$ cat src/rtl/adcsel_pkg.sv
// Package: shared register addresses and field constants for the
// converter select/result register block.
package adcsel_pkg;
    typedef enum logic [1:0] {
        ADDR_SEL = 2'd0,
        ADDR_LO  = 2'd1,
        ADDR_HI  = 2'd2,
        ADDR_RSV = 2'd3
    } reg_addr_e;

    // Reference select codes; 2'b10 is reserved and stored unfiltered.
    localparam logic [1:0] REF_EXT_PIN = 2'b00;
    localparam logic [1:0] REF_SUPPLY  = 2'b01;
    localparam logic [1:0] REF_RSVD    = 2'b10;
    localparam logic [1:0] REF_INT_256 = 2'b11;
endpackage

$ cat src/rtl/adcsel_stage.sv
// Module: adcsel_stage
// Holds the written and active copies of the reference and channel fields,
// the left-adjust flag and the conversion busy state. Assumes the converter
// sequencer pulses conv_start and conv_done for one cycle each.
module adcsel_stage #(
    parameter int REF_W  = 2,
    parameter int CHAN_W = 5
) (
    input  logic              clk,
    input  logic              rst_n,
    input  logic              sel_wr,
    input  logic [REF_W-1:0]  wr_ref_in,
    input  logic              wr_left_in,
    input  logic [CHAN_W-1:0] wr_chan_in,
    input  logic              conv_start,
    input  logic              conv_done,
    output logic [REF_W-1:0]  wr_ref,
    output logic              wr_left,
    output logic [CHAN_W-1:0] wr_chan,
    output logic [REF_W-1:0]  act_ref,
    output logic [CHAN_W-1:0] act_chan,
    output logic              busy
);
    logic              load_act;
    logic [REF_W-1:0]  next_ref;
    logic [CHAN_W-1:0] next_chan;

    // Purpose: pick the staged value, letting a same-cycle write win.
    always_comb begin
        load_act  = !busy || conv_done;
        next_ref  = sel_wr ? wr_ref_in  : wr_ref;
        next_chan = sel_wr ? wr_chan_in : wr_chan;
    end

    // Purpose: register the written copy of the select fields.
    always_ff @(posedge clk) begin
        if (!rst_n) begin
            wr_ref  <= '0;
            wr_left <= 1'b0;
            wr_chan <= '0;
        end else if (sel_wr) begin
            wr_ref  <= wr_ref_in;
            wr_left <= wr_left_in;
            wr_chan <= wr_chan_in;
        end
    end

    // Purpose: update the active copy only when idle or at conversion end.
    always_ff @(posedge clk) begin
        if (!rst_n) begin
            act_ref  <= '0;
            act_chan <= '0;
        end else if (load_act) begin
            act_ref  <= next_ref;
            act_chan <= next_chan;
        end
    end

    // Purpose: track whether a conversion is in progress.
    always_ff @(posedge clk) begin
        if (!rst_n) busy <= 1'b0;
        else        busy <= conv_start || (busy && !conv_done);
    end

    assert_hold_while_busy_R4: assert property (@(posedge clk) disable iff (!rst_n)
        (busy && !conv_done) |=> ($stable(act_ref) && $stable(act_chan)));
    assert_idle_match_R3: assert property (@(posedge clk) disable iff (!rst_n)
        !busy |-> (act_ref == wr_ref && act_chan == wr_chan));
    assert_start_sets_R10: assert property (@(posedge clk) disable iff (!rst_n)
        conv_start |=> busy);
    assert_done_clears_R10: assert property (@(posedge clk) disable iff (!rst_n)
        (conv_done && !conv_start) |=> !busy);
endmodule

$ cat src/rtl/adcsel_result.sv
// Module: adcsel_result
// Captures the raw result on conv_done and formats it into low/high bytes
// on the read path. Assumes DATA_W < RES_W <= 2*DATA_W.
module adcsel_result #(
    parameter int RES_W  = 10,
    parameter int DATA_W = 8
) (
    input  logic              clk,
    input  logic              rst_n,
    input  logic              conv_done,
    input  logic [RES_W-1:0]  conv_result,
    input  logic              left,
    output logic [DATA_W-1:0] byte_lo,
    output logic [DATA_W-1:0] byte_hi
);
    localparam int LO_BITS = RES_W - DATA_W;
    localparam int PAD_W   = 2 * DATA_W - RES_W;

    logic [RES_W-1:0] res_q;

    // Purpose: hold the unformatted result of the last conversion.
    always_ff @(posedge clk) begin
        if (!rst_n)         res_q <= '0;
        else if (conv_done) res_q <= conv_result;
    end

    // Purpose: apply alignment combinationally so it acts at once.
    always_comb begin
        if (left) begin
            byte_hi = res_q[RES_W-1 -: DATA_W];
            byte_lo = {res_q[LO_BITS-1:0], {PAD_W{1'b0}}};
        end else begin
            byte_hi = {{PAD_W{1'b0}}, res_q[RES_W-1:DATA_W]};
            byte_lo = res_q[DATA_W-1:0];
        end
    end

    assert_capture_only_done_R9: assert property (@(posedge clk) disable iff (!rst_n)
        !conv_done |=> $stable(res_q));
    assert_right_pad_R7: assert property (@(posedge clk) disable iff (!rst_n)
        !left |-> (byte_hi[DATA_W-1:LO_BITS] == '0));
    assert_left_pad_R8: assert property (@(posedge clk) disable iff (!rst_n)
        left |-> (byte_lo[PAD_W-1:0] == '0));
endmodule

$ cat src/rtl/adc_sel_regs.sv
// Module: adc_sel_regs (top)
// Register block between a CPU port and a converter sequencer. Staged
// reference/channel select, immediate alignment, combinational read data.
module adc_sel_regs
    import adcsel_pkg::*;
#(
    parameter int DATA_W = 8,
    parameter int RES_W  = 10,
    parameter int REF_W  = 2,
    parameter int CHAN_W = 5
) (
    input  logic              clk,
    input  logic              rst_n,
    input  logic              reg_wr_en,
    input  logic [1:0]        reg_addr,
    input  logic [DATA_W-1:0] reg_wdata,
    output logic [DATA_W-1:0] reg_rdata,
    input  logic              conv_start,
    input  logic              conv_done,
    input  logic [RES_W-1:0]  conv_result,
    output logic [REF_W-1:0]  act_ref,
    output logic [CHAN_W-1:0] act_chan,
    output logic              conv_busy
);
    localparam int LEFT_BIT = CHAN_W;
    localparam int REF_LSB  = CHAN_W + 1;

    logic              sel_wr;
    logic [REF_W-1:0]  wr_ref;
    logic              wr_left;
    logic [CHAN_W-1:0] wr_chan;
    logic [DATA_W-1:0] byte_lo;
    logic [DATA_W-1:0] byte_hi;

    assign sel_wr = reg_wr_en && (reg_addr == ADDR_SEL);

    adcsel_stage #(.REF_W(REF_W), .CHAN_W(CHAN_W)) u_stage (
        .clk        (clk),
        .rst_n      (rst_n),
        .sel_wr     (sel_wr),
        .wr_ref_in  (reg_wdata[REF_LSB +: REF_W]),
        .wr_left_in (reg_wdata[LEFT_BIT]),
        .wr_chan_in (reg_wdata[CHAN_W-1:0]),
        .conv_start (conv_start),
        .conv_done  (conv_done),
        .wr_ref     (wr_ref),
        .wr_left    (wr_left),
        .wr_chan    (wr_chan),
        .act_ref    (act_ref),
        .act_chan   (act_chan),
        .busy       (conv_busy)
    );

    adcsel_result #(.RES_W(RES_W), .DATA_W(DATA_W)) u_result (
        .clk         (clk),
        .rst_n       (rst_n),
        .conv_done   (conv_done),
        .conv_result (conv_result),
        .left        (wr_left),
        .byte_lo     (byte_lo),
        .byte_hi     (byte_hi)
    );

    // Purpose: read-data multiplexer over the register addresses.
    always_comb begin
        unique case (reg_addr)
            ADDR_SEL: reg_rdata = {wr_ref, wr_left, wr_chan};
            ADDR_LO:  reg_rdata = byte_lo;
            ADDR_HI:  reg_rdata = byte_hi;
            default:  reg_rdata = '0;
        endcase
    end
endmodule

$ cat config.mk
export PLATFORM = sky130hd
export DESIGN_NAME = adc_sel_regs
export DESIGN_NICKNAME = d
export VERILOG_FILES = /design/src/rtl/adcsel_pkg.sv /design/src/rtl/adcsel_stage.sv /design/src/rtl/adcsel_result.sv /design/src/rtl/adc_sel_regs.sv
export SDC_FILE = /design/constraint.sdc
export NUM_CORES = 1
export LEC_CHECK = 0
export BUFFER_PORTS_ARGS = -buffer_cell sky130_fd_sc_hd__clkbuf_2
export CAP_MARGIN = 30
export CELL_PAD_IN_SITES_DETAIL_PLACEMENT = 0
export CELL_PAD_IN_SITES_GLOBAL_PLACEMENT = 1
export CORE_AREA = 5 5 62 64
export DETAILED_ROUTE_END_ITERATION = 8
export DIE_AREA = 0 0 67 69
export PLACE_DENSITY = 0.91
export RECOVER_POWER = 100
export SYNTH_ARGS = -nofsm -noshare
export SYNTH_HDL_FRONTEND = slang
export SYNTH_SLANG_ARGS = --single-unit
$ cat constraint.sdc
create_clock -name clk -period 3.3 [get_ports clk]
set_input_delay 0.66 -clock clk [delete_from_list [all_inputs] [get_ports clk]]
set_output_delay 0.66 -clock clk [all_outputs]
set_load 0.05 [all_outputs]
Word-level counts from Yosys, hierarchy flattened
Index checks and enable logic that the tools add are counted.
{"block": "totals", "ff_bits": 26, "in_bits": 25, "out_inout_bits": 16}
{"block": "op_classes", "muxes": 5, "n_reduce_logical": 7, "n_eq_ne": 2}
{"op": "$pmux 8 s3", "count": 1}
{"op": "$mux 8", "count": 2}
{"op": "$mux 5", "count": 1}
{"op": "$eq 2x1->1 const B", "count": 1}
{"op": "$eq 2x2->1 const B", "count": 1}
{"op": "$logic_and 1x1->1", "count": 2}
{"op": "$logic_not 1->1", "count": 2}
{"op": "$logic_not 2->1", "count": 1}
{"op": "$logic_or 1x1->1", "count": 2}
{"op": "$mux 2", "count": 1}

Depth between registers and ports, before layout
Gate-level depths: netlist of the first run.
{"block": "logic_depth", "word_depth": 3, "mapped_depth": 4, "depth_no_buf": 3}

Modules after synthesis
Synthesis of the first run repeated with hierarchy kept, for this count alone.
{"block": "hier_totals", "hier_cells": 124, "area_unflattened_um2": 1372.6}
{"mod": "adcsel_stage", "cells_each": 54, "area_each_um2": 631.9, "n_inst": 1}
{"mod": "adcsel_result", "cells_each": 49, "area_each_um2": 531.8, "n_inst": 1}
{"mod": "adc_sel_regs", "cells_each": 21, "area_each_um2": 209.0, "n_inst": 1}

Least setup slack after synthesis of the first run
Ideal clock, no wire load.
{"block": "synth_path", "path_kind": "in2out", "startpoint": "input reg_addr[0]", "endpoint": "output reg_rdata[2]", "n_path_buf": 1, "stages": 4, "path_slack_ns": 0.594, "required_ns": 2.640, "arrival_time_ns": 2.046, "path_cell_list": "buf_2 > nor2b_1 > a21oi_1 > o21ai_0"}
{"block": "synth_between", "elab_chain_len": 2, "elab_cells_between_ends": 4}
{"item": "from (decl)", "line": "adc_sel_regs.sv:15", "text": "input logic [1:0] reg_addr,"}
{"item": "$eq 2x2->1 (tied with other cells)", "line": "adc_sel_regs.sv:66", "text": "unique case (reg_addr)"}
{"item": "$pmux 8 s3 (*)", "line": "adc_sel_regs.sv:66"}
{"item": "to (decl)", "line": "adc_sel_regs.sv:17", "text": "output logic [DATA_W-1:0] reg_rdata,"}
Every way passes the cells marked *; elsewhere a longest branch is shown, timed or not.

Worst setup path after layout of the first run
{"block": "layout_path", "startpoint": "input reg_addr[1]", "endpoint": "output reg_rdata[4]"}
The elaborated chain is that of the path after synthesis.

==> results of run 1 <==
## power by group through the flow
stage	logic (uW)	registers, uW	clock network, uW
after floorplan	65.3	363	0
after global placement	113	347	0
after detailed placement	116	348	0
after CTS	116	341	136
after global routing	123	343	148
final	111	340	132
## tightest hold or removal path: stages, from the launching register on
cell and delay (ps):
sky130_fd_sc_hd__dfxtp_1 330, sky130_fd_sc_hd__nand2_1 80, sky130_fd_sc_hd__a21boi_1 60
## how the worst max path moves through the flow
stage,start,slack [ps],end
after floorplan,reg_addr[0],590,reg_rdata[2]
after global placement,reg_addr[0],940,reg_rdata[3]
after detailed placement,reg_addr[0],930,reg_rdata[3]
after CTS,reg_addr[0],920,reg_rdata[3]
after global routing,reg_addr[1],410,reg_rdata[2]
final,reg_addr[1],620,reg_rdata[4]
## stage by stage
step	instance area, um2	utilization [%]	setup WS, ps	total power (uW)
after CTS	1430	44.1	924	593
final	1400	43.3	621	583
after floorplan	1190	-	594	429
after global placement	1400	43.4	940	460
after detailed placement	1400	43.4	926	464
after global routing	1400	43.3	412	615
## final cells by class
class / count / area, um2
well taps: 46 / 57.6
repair buffers: 40 / 178
fillers: 348 / 1830
flip-flops and latches: 26 / 520
clock buffers: 3 / 22.5
multi-input cells: 98 / 617
inverters: 1 / 3.75
## sequential cells by signal (all words and copies together), names as in the netlist
register and count:
u_result.res_q 10, u_stage.act_chan 5, u_stage.wr_chan 5, u_stage.act_ref 2, u_stage.wr_ref 2, u_stage.busy 1
u_stage.wr_left 1
## per-layer routing
| metal | track usage (%) | vias up | share of wire, % |
|---|---|---|---|
| met5 | 0 | - | 0 |
| met4 | 0.676 | 0 | 0 |
| met3 | 4.38 | 0 | 8.1 |
| met2 | 20.2 | 35 | 45 |
| met1 | 18.0 | 459 | 47 |
| li1 | - | 536 | - |
## cell families after synthesis
group | count (synthesis) | synth area share [%]
AND/OR/NAND/NOR | 46 | 20.9
AO/OA/AOI/OAI | 40 | 21.3
flip-flops | 26 | 43.8
multiplexers | 12 | 10.1
buffers and inverters | 9 | 3.89
## cell usage after synthesis
cell type / number
sky130_fd_sc_hd__nor2_1: 2
sky130_fd_sc_hd__nor2b_1: 15
sky130_fd_sc_hd__nand2b_1: 2
sky130_fd_sc_hd__a21oi_1: 3
sky130_fd_sc_hd__buf_2: 4
sky130_fd_sc_hd__and3b_1: 1
sky130_fd_sc_hd__or3b_1: 1
sky130_fd_sc_hd__a211oi_1: 2
sky130_fd_sc_hd__buf_6: 1
sky130_fd_sc_hd__dfxtp_1: 26
sky130_fd_sc_hd__o21ai_0: 10
sky130_fd_sc_hd__o22ai_1: 3
sky130_fd_sc_hd__mux2i_1: 12
sky130_fd_sc_hd__a22oi_1: 2
sky130_fd_sc_hd__a21boi_1: 7
sky130_fd_sc_hd__a31oi_1: 9
sky130_fd_sc_hd__a21o_1: 2
sky130_fd_sc_hd__inv_1: 1
sky130_fd_sc_hd__clkbuf_1: 3
sky130_fd_sc_hd__nor3b_2: 1
sky130_fd_sc_hd__nand2_1: 20
sky130_fd_sc_hd__and2b_1: 4
sky130_fd_sc_hd__a21boi_0: 2
==> results.txt, run 1 <==
Including well taps, the total number of placed cells is 211. The via-per-instance ratio was 4.81. For the number of non-filler instances in the completed layout, the log shows 214. Of the synthesized area, sequential elements account for 43.8%. After detailed routing, the average wire length per cell comes to 13.0 um.

After floorplanning, the core was sized to cover 0.00323 mm2. The critical path is of the in -> out type. In this run the register-to-register setup slack is 2190 ps. Measured along the y axis, the die boundary spans 69 um. The tools report the final clock skew as 5.85 ps. The family with the most delay on the worst path was buffers and inverters.

For the initial antenna violation count, the log shows 0. Number of register bits inferred by synthesis: 26. Clock tree synthesis inserted a total of 3 buffers. The worst stage delay on the critical path is 490 ps, and the synthesized instance count is 133.

The worst min-delay path endpoint is u_stage.wr_chan[1]$_SDFF_PN0_. The tools report the number of design-rule violations left by the first detailed-router iteration as 52. For this design the total switching power over the nets is 173 uW. Hold repair after CTS inserted 0 buffers. The number of nets handed over by synthesis was 158. Setup total negative slack on the finished layout was measured at 0 ps. Sorting the synthesized cells by area gives the leading types as sky130_fd_sc_hd__dfxtp_1, sky130_fd_sc_hd__mux2i_1, sky130_fd_sc_hd__nor2b_1, sky130_fd_sc_hd__nand2_1, sky130_fd_sc_hd__a31oi_1. At the end of routability-driven placement, the weighted congestion stood at 0.793. The largest net degree at the start of global routing was 27. The max-slew violation total from the final report came out at 0.

The worst min-delay path category is reg -> reg. Relative to the synthesized area, the layout overhead comes to 17.7%. The number of warning messages in the yosys log was 0. The clock-pin transition on the worst setup and hold timing paths is 140 ps, and the post-route fraction of the period consumed by the critical path is 81.2%. Port buffering added 40 buffers.

The share of total power dissipated in sequential elements is 58.4%. Setup repair after global routing left no endpoint under its margin. The post-CTS setup-driven buffer insertion count came out at 0. The run gives 26 as the clock net sink count. The tools report the final net count as 195. Before antenna repair, the detailed router went through 4 iterations.

The floorplan die width was 67 um. The tools report the required time at the endpoint of the critical path as 2640 ps. The longest clock path from root to sink contains 2 buffers. The leftover overflow at the end of global routing was 0. The first global-routing pass estimated 4.84 mm of wire. The switching power as a share of total power was 29.7%; the worst voltage drop across the vdd grid was 0.243 mV. The logs give 0.00119 mm2 for the netlist area before placement and 22.6% for the power share of the clock group. In this run the count of I/O pins placed on the die edge is 41.

The average instance area after synthesis works out to 8.94 um2. The static power due to leakage was 0.000566 uW; the total vias in the final route was 1030. The critical path goes through clkbuf_1 > and3b_1 > nand2_1 > o21ai_0 > clkbuf_1. The number of nets with antenna violations after detailed routing was 0.

The tightest hold path in the finished design has a slack of 506 ps. The number of buffers and inverters on the critical path is 2. The netlist uses 23 different library cells. The library cell used most frequently in the layout, excluding fill and tap cells, is sky130_fd_sc_hd__dfxtp_1. The wire-length estimate of the detail-placed layout is 2.15 mm. In this run the most critical hold path is launched from u_stage.wr_chan[1]$_SDFF_PN0_. The worst-case reg-to-reg path depth works out to 3. In this run, the combinational gates consume 19.1% of the power. The run gives 21 as the site row count.

The run gives 12.9% as the overall global routing resource usage. Summed over all instances, the cell type with the most area after synthesis is sky130_fd_sc_hd__dfxtp_1. Area of the die: 0.00462 mm2. The latest clock arrival within the worst-skew pair is 310 ps, and the final critical path time including I/O delays and setup is 2680 ps. After detailed routing, the number of remaining DRC violations is 0. Counting instances, the worst hold path has a depth of 2. The share of the synthesized area in the top cell type came out at 43.8%. The tools report the maximum clock frequency as 0.373 GHz.

The slew at the pin closest to its max-slew limit came out at 957 ps. The tools report the final-report hold violation count as 0. The fraction of layout cells with a size suffix above 1 works out to 14.9%. Endpoint class of the critical path: an output pin. The maximum fanout along the worst path is 15, and the total detailed-routing wirelength is 2.79 mm. The reg-to-reg startpoint is u_stage.busy$_SDFF_PN0_. STA puts the critical path data arrival time at 2020 ps. The logic depth of the worst path, buffers included was 5.

The ratio of total power to cell area came out at 417 mW/mm2. Among the stages of the critical path, the cell type that occurs most often is sky130_fd_sc_hd__clkbuf_1. The run gives 1 as the number of levels in the clock H-tree.

Across the run, the number of max-cap violations was 0. In the layout the commonest cells are sky130_fd_sc_hd__dfxtp_1, sky130_fd_sc_hd__clkbuf_2, sky130_fd_sc_hd__nand2_1. The worst setup path is launched from an input pin. The worst pin sits at a relative slew slack of 36.1%. The number of global-route vias before repair is 1089. TritonCTS built the clock tree. In this run the clock root is driven by a sky130_fd_sc_hd__clkbuf_4.

The run finished with clean final reports. The starting density of the core was 36.8%; the number of setup violations in the final report was 0. For the internal power, the log shows 410 uW. The run gives 0 as the number of diodes.

The slowest stage of the critical path belongs to the cell sky130_fd_sc_hd__clkbuf_1. The tools report the end of the worst register-to-register path as u_stage.act_chan[2]$_SDFFE_PN0P_. Gates resized during post-CTS repair numbered 0.
Note: power is estimated with default switching activity, not from simulation.
==> inputs of run 2 (changes only) <==
- CORE_AREA: 5 5 62 64 -> 5 5 67 69
- DIE_AREA: 0 0 67 69 -> 0 0 72 74
- PLACE_DENSITY: 0.91 -> 0.83
- clock period: 3.3 -> 2.2 ns (I/O delays scaled with it)
==> run 2 against run 1 <==
Compared with the run above: worst setup slack got worse by 400 ps; die area increased by 15%; via count decreased by 2.0%; power increased by 68%; sequential power increased by 50%; global-route usage decreased by 2.6 points; first-iteration DRC count decreased by 60%; clock power increased by 130%.
==> results.txt, run 2 (synthesized netlist as in run 1, its figures left out) <==
The flow ran to the end, and the final reports show no timing, DRC or antenna violations. The internal portion of the total power is 712 uW. The floorplan step defined a die boundary enclosing 0.00533 mm2. In this run the static leakage power is 0.000611 uW. TritonCTS built the clock tree. Across all hold checks on the routed design, the worst slack comes to 390 ps. The family with the most delay on the worst path is buffers and inverters. The final clock skew is 4.20 ps.

Relative to the synthesized area, the layout overhead comes to 21.9%. Setup repair after global routing left no endpoint under its margin. The switching power as a share of total power was 27.2%; the chip height was 74 um. The number of maximum-capacitance violations is 0.

Measured along the x axis, the die boundary spans 72 um. Setup violations remaining at the end of the flow were counted as 0. The repair_antennas step left the layout with diodes totalling 0. The cell at the root of the clock tree is sky130_fd_sc_hd__clkbuf_8. The run gives 16.4% as the global routing usage on met2. The worst hold path belongs to the class in -> reg. Post-CTS setup-driven buffer insertion count: 0. The initial utilization of the core area, before any placement, comes to 30.8%. The leftover overflow at the end of global routing came out at 0. Across the whole layout, storage elements account for 522 um2. Row generation in the floorplan step produced 23 rows. The tools report the maximum clock frequency as 0.505 GHz. The worst path meets setup with 218 ps of slack.

In the global route stage, met3 resource usage came out at 3.11%. Most used cell along the critical path: sky130_fd_sc_hd__clkbuf_2. For the worst path arrival time, the log shows 1540 ps. For the final-report hold violation count, the log shows 0.

The final weighted congestion of routability-driven global placement is 0.749. The maximum number of buffers from clock root to sink is 2, and the first-pass GRT wire length is 4.44 mm. Number of levels in the clock H-tree: 1. Timing analysis after detailed placement gives a worst setup slack of 271 ps. The slowest library cell on the worst path was sky130_fd_sc_hd__clkbuf_2. The logic gate share of total power is 17.0%, and the fraction of layout cells with a size suffix above 1 is 21.3%.

The tools report the total vias in the final route as 1009. The region available for standard cell placement spans 0.00386 mm2. The logs give 0 for the initial antenna violation count and 4 for the number of optimization iterations in the first detailed-route pass. The logs give 439 for the number of fillers in the final layout and 52.2% for the share of total power in sequential cells. The worst setup path is launched from an input pin.

Global routing consumed, over all layers together, 10.3% of the routing resources. The half-perimeter wire length of the detailed placement result was 2.08 mm. The flip-flop count of the largest register after layout is 10.

In this design, the stage delay of the slowest critical-path cell is 320 ps. The max-slew violation total from the final report is 0, and the post-route setup TNS is 0 ps. The final layout contains 195 nets. Port buffering added 40 buffers.

The run gives 617 um2 as the multi-input logic area. The global routing usage on met1 came out at 13.9%. Traced cell by cell, the critical path runs through clkbuf_2 > nor2b_1 > a21oi_1 > o21ai_0 > clkbuf_2.

Wires add up to 2.63 mm. The total power came out at 978 uW. Dividing total power by cell area gives a power density of 675 mW/mm2. The number of buffers and inverters on the critical path is 2. For the pin with the worst max-slew slack, the measured transition is 942 ps.

Required time at the endpoint of the critical path: 1760 ps. The most common cell after layout, fill and taps aside was sky130_fd_sc_hd__clkbuf_2. In the layout the commonest cells are sky130_fd_sc_hd__clkbuf_2, sky130_fd_sc_hd__dfxtp_1, sky130_fd_sc_hd__nand2_1.

The number of global-route vias before repair came out at 980. Type of the worst setup path: in -> out. The largest net degree at the start of global routing is 27. Counting flops per register, the top entry is u_result.res_q.

Number of DRC violations after detailed routing: 0. Average detailed-routed wire length per instance: 12.0 um. The clock network burns 30.8% of the power. For the latest clock arrival within the worst-skew pair, the log shows 260 ps. The clock net sink count is 26. Along the worst path, the maximum fanout reaches 16. The final critical path time including I/O delays and setup was 1980 ps; the number of design-rule violations left by the first detailed-router iteration was 21. Across the VDD grid, the largest voltage drop is 0.324 mV.

Via-per-instance ratio: 4.61. The clock-pin transition on the worst setup and hold timing paths works out to 90 ps. Pin placement for this block handled 41 I/O pins.

The detail route stage leaves a number of antenna-violating nets equal to 0. In this run the tightest slew margin relative to its limit is 37.1%. met2 is the most crowded layer. In the final layout, the registers with the most flip-flops are u_result.res_q x10, u_stage.act_chan x5, u_stage.wr_chan x5. The tools report the endpoint class of the critical path as an output pin. TritonCTS created 3 clock buffers. The post-route fraction of the period consumed by the critical path came out at 90.1%. For this design the total switching power over the nets is 266 uW.
==> run 2: cell types whose count changed in the layout (fill, tap and decap cells not counted), sizes merged <==
cell and change:
clkbuf +1
==> run 2: timing repair <==
item	CTS	global route
resized for setup	0	1
endpoints found under the setup margin	0	1
hold buffers	0	0
==> run 2: layout make-up <==
type / count / share of cell area (%)
sequential: 26 / 36.0
inverter: 1 / 0.259
tap: 50 / 4.32
timing repair buffer: 40 / 13.0
multi-input combinational: 98 / 42.6
clock buffer: 4 / 3.80
==> run 2: worst paths after layout <==
check,start,end,slack (ps),cells past startpoint
worst min-delay path,reg_wdata[5],u_stage.wr_left$_SDFFE_PN0P_,390,3
worst max register to register,u_stage.busy$_SDFF_PN0_,u_stage.act_ref[0]$_SDFFE_PN0P_,1160,3
worst min register to register,u_stage.wr_chan[3]$_SDFF_PN0_,u_stage.wr_chan[3]$_SDFF_PN0_,500,2
worst max-delay path,reg_addr[0],reg_rdata[3],220,5
==> run 2: per-stage QoR <==
| step | util, % | std cells | instance area, um2 |
|---|---|---|---|
| detailed placement | 36.5 | 215 | 1410 |
| finish | 37.6 | 219 | 1450 |
| global route | 37.6 | 219 | 1450 |
| floorplan | - | 133 | 1190 |
| global placement | 36.5 | 215 | 1410 |
| CTS | 38.0 | 219 | 1460 |
==> run 2: routing by layer <==
metal	wire, um	part of all wire [%]
met5	0	0
met4	0	0
met3	188	7.1
met2	1080	41
met1	1370	52
==> run 2: worst register-to-register path, delay by kind of cell (launching register included) <==
kind               cells  cell delay, ps
AOI/OAI and AO/OA      2             330
DFF                    1             330
and+or+nand+nor        1             260
==> run 2: power groups by stage <==
stage	clock network, uW	logic, uW	registers, uW
global route	331	182	515
finish	301	166	511
global placement	0	171	522
floorplan	0	98.5	545
detailed placement	0	172	522
CTS	311	172	511
==> inputs of run 3 (changes only) <==
--- a/config.mk
+++ b/config.mk
@@ -14,3 +14,3 @@
 export DIE_AREA = 0 0 72 74
-export PLACE_DENSITY = 0.83
+export PLACE_DENSITY = 0.82
 export RECOVER_POWER = 100
==> constraint.sdc (replaced) <==
create_clock -name clk -period 2.2 [get_ports clk]
set_input_delay 0.22 -clock clk [delete_from_list [all_inputs] [get_ports clk]]
set_output_delay 0.22 -clock clk [all_outputs]
set_load 0.05 [all_outputs]
==> run 3 against run 2 <==
Compared with the run above: combinational power hardly changed; via count is 0.59% higher; flip-flop and latch count stayed put; critical endpoint is now reg_rdata[1]; worst setup slack better by 79 ps; first-iteration DRC count is 130% higher; non-clock buffer count stayed put; die area stayed put; sequential share of layout area is 0.070 points higher; critical path type unchanged.
==> results.txt, run 3 (synthesized netlist as in run 1, its figures left out) <==
For this design the static power due to leakage is 0.000598 uW. Number of DRC violations after detailed routing: 0. The final layout contains routed wiring with a total length of 2.82 mm. Growth of design area from synthesis to finish: 21.4%. The cell sitting at the root of the clock tree is a sky130_fd_sc_hd__clkbuf_8.

The chip height works out to 74 um. Max-slew violation total from the final report: 0. For this design, the sink count on the clock tree is 26. Timing analysis after detailed placement gives a worst setup slack of 633 ps. The kind of start point of the critical path was an input pin. The clock-pin transition on the worst setup and hold timing paths works out to 80 ps.

Walking the worst path, the cells encountered are clkbuf_1 > and2b_1 > a22oi_1 > o22ai_1 > clkbuf_1. Final critical path time including I/O delays and setup: 1900 ps. The floorplan die width was 72 um. The final-report hold violation count came out at 0.

The total area inside the core boundary comes to 0.00386 mm2. The congestion estimate from routability-driven global placement came to 0.678. In this run the worst hold path is classified as in -> reg.

Counting along the longest clock path gives a buffer depth of 2. The site row count was 23; the post-CTS setup-driven buffer insertion count was 0. The run gives 0 as the number of diodes. The register containing the most flip-flops in the final layout was u_result.res_q. Once routing completed, OpenROAD measured the worst setup slack at 297 ps. Between clock sinks in the finished design, the worst skew comes to 2.78 ps. The slowest library cell on the worst path is sky130_fd_sc_hd__clkbuf_1. In this design, the critical path's most frequently occurring cell is sky130_fd_sc_hd__clkbuf_1. Using the TritonRoute via totals, the vias-per-cell ratio works out to 4.63. Once the floorplan was initialized, standard cells occupied 30.8% of the core.

The run gives 2.14 mm as the half-perimeter wire length of the detailed placement result. TritonCTS built the clock tree. Setup repair after global routing left no endpoint under its margin.

The run gives 0.526 GHz as the maximum clock frequency. The net count of the finished layout is 195. Max-cap violations in this run came to 0.

Type of the worst setup path: in -> out. At the worst endpoint, the required time is 1980 ps. In the final layout, the registers with the most flip-flops are u_result.res_q x10, u_stage.act_chan x5, u_stage.wr_chan x5.

Dividing total power by cell area gives a power density of 680 mW/mm2. The post-route fraction of the period consumed by the critical path works out to 86.5%. The count of nets left with antenna violations once routing finished came out at 0.

The run gives 1 as the number of levels in the clock H-tree. The endpoint class of the critical path is an output pin. The worst path arrival time was 1680 ps. The top cell types in the final layout, fill and taps aside, are sky130_fd_sc_hd__clkbuf_2, sky130_fd_sc_hd__dfxtp_1, sky130_fd_sc_hd__nand2_1.

The logs give 0 for the number of setup violations in the final report and 27 for the largest net degree at the start of global routing. The count of port buffers added during placement was 40. In this run, the number of DRC markers left after iteration 0 of detailed routing was 48. Across every metal layer, demand over resource in global routing totals 11.7%. The run finished with clean final reports. The logs give 173 ps for the minimum hold slack and 0 ps for the post-route setup TNS.

The flip-flop count of the largest register after layout was 10; the hold buffer count at cts was 0. Total clock buffers created by CTS: 3. The headroom to the max-slew limit was 35.7%; the average detailed-routed wire length per instance was 12.9 um. Leaving out fill and tap cells, the most frequent cell in the layout is sky130_fd_sc_hd__clkbuf_2. The area of the die was 0.00533 mm2. Family with the most delay on the worst path: buffers and inverters.

The final route contains 1015 vias. The latest clock arrival within the worst-skew pair is 270 ps, and the total power is 981 uW. The logs give 1170 ps for the setup slack on the worst flop-to-flop path and 4.99 mm for the first-pass GRT wire length. Together, buffers and inverters on the worst path number 2.

The fraction of layout cells with a size suffix above 1 is 18.3%, and the total I/O pin count is 41. Gates resized during post-CTS repair numbered 0. The run gives 4 as the number of optimization iterations in the first detailed-route pass. The leftover overflow at the end of global routing is 0, and the slew at the pin closest to its max-slew limit is 963 ps.

The worst-case IR drop observed on VDD is 0.473 mV. The run gives 0 as the initial antenna violation count. The maximum fanout along the worst path is 16, and the number of global-route vias before repair is 1082. On the worst path, the slowest cell contributes a delay of 500 ps.
==> run 3: cell counts in the layout (fill, tap and decap cells not counted) <==
No cell type changed its count.
==> run 3: area by class of cell <==
type | count | area, um2
Fill cell | 419 | 2410
Multi-Input combinational cell | 98 | 617
Sequential cell | 26 | 520
Timing Repair Buffer | 40 | 184
Tap cell | 50 | 62.6
Clock buffer | 4 | 55.1
Inverter | 1 | 3.75
==> run 3: worst paths after layout <==
path	to	depth (start not counted)	from
worst max-delay path	reg_rdata[1]	5	reg_addr[0]
worst min-delay path	u_stage.busy$_SDFF_PN0_	3	conv_start
worst max register to register	u_stage.act_ref[1]$_SDFFE_PN0P_	3	u_stage.busy$_SDFF_PN0_
worst min register to register	u_stage.wr_chan[3]$_SDFF_PN0_	2	u_stage.wr_chan[3]$_SDFF_PN0_
==> run 3: power by group <==
group | total [uW] | leakage [uW] | internal (uW) | switching, uW
Combinational | 168 | 0.000356 | 57.4 | 111
Sequential | 511 | 0.000213 | 494 | 16.2
Clock | 302 | 0.0000288 | 160 | 143
==> run 3: routing by layer <==
layer	GRT usage [%]	vias up	share of wire [%]
met2	16.1	39	37
met3	4.86	4	10
met5	0	-	0
met1	17.2	434	53
li1	-	538	-
met4	1.88	0	0.46
==> run 3: worst min-delay path: cells and delay by family <==
| family | cells | cell delay, ps |
|---|---|---|
| buffers and inverters | 2 | 120 |
| AOI/OAI and AO/OA | 1 | 60 |
==> run 3: stage by stage <==
step | util (%) | cell area (um2) | std cells
final | 37.4 | 1440 | 219
after global routing | 37.4 | 1440 | 219
after CTS | 38.0 | 1460 | 219
after detailed placement | 36.5 | 1410 | 215
after global placement | 36.5 | 1410 | 215
after floorplan | - | 1190 | 133
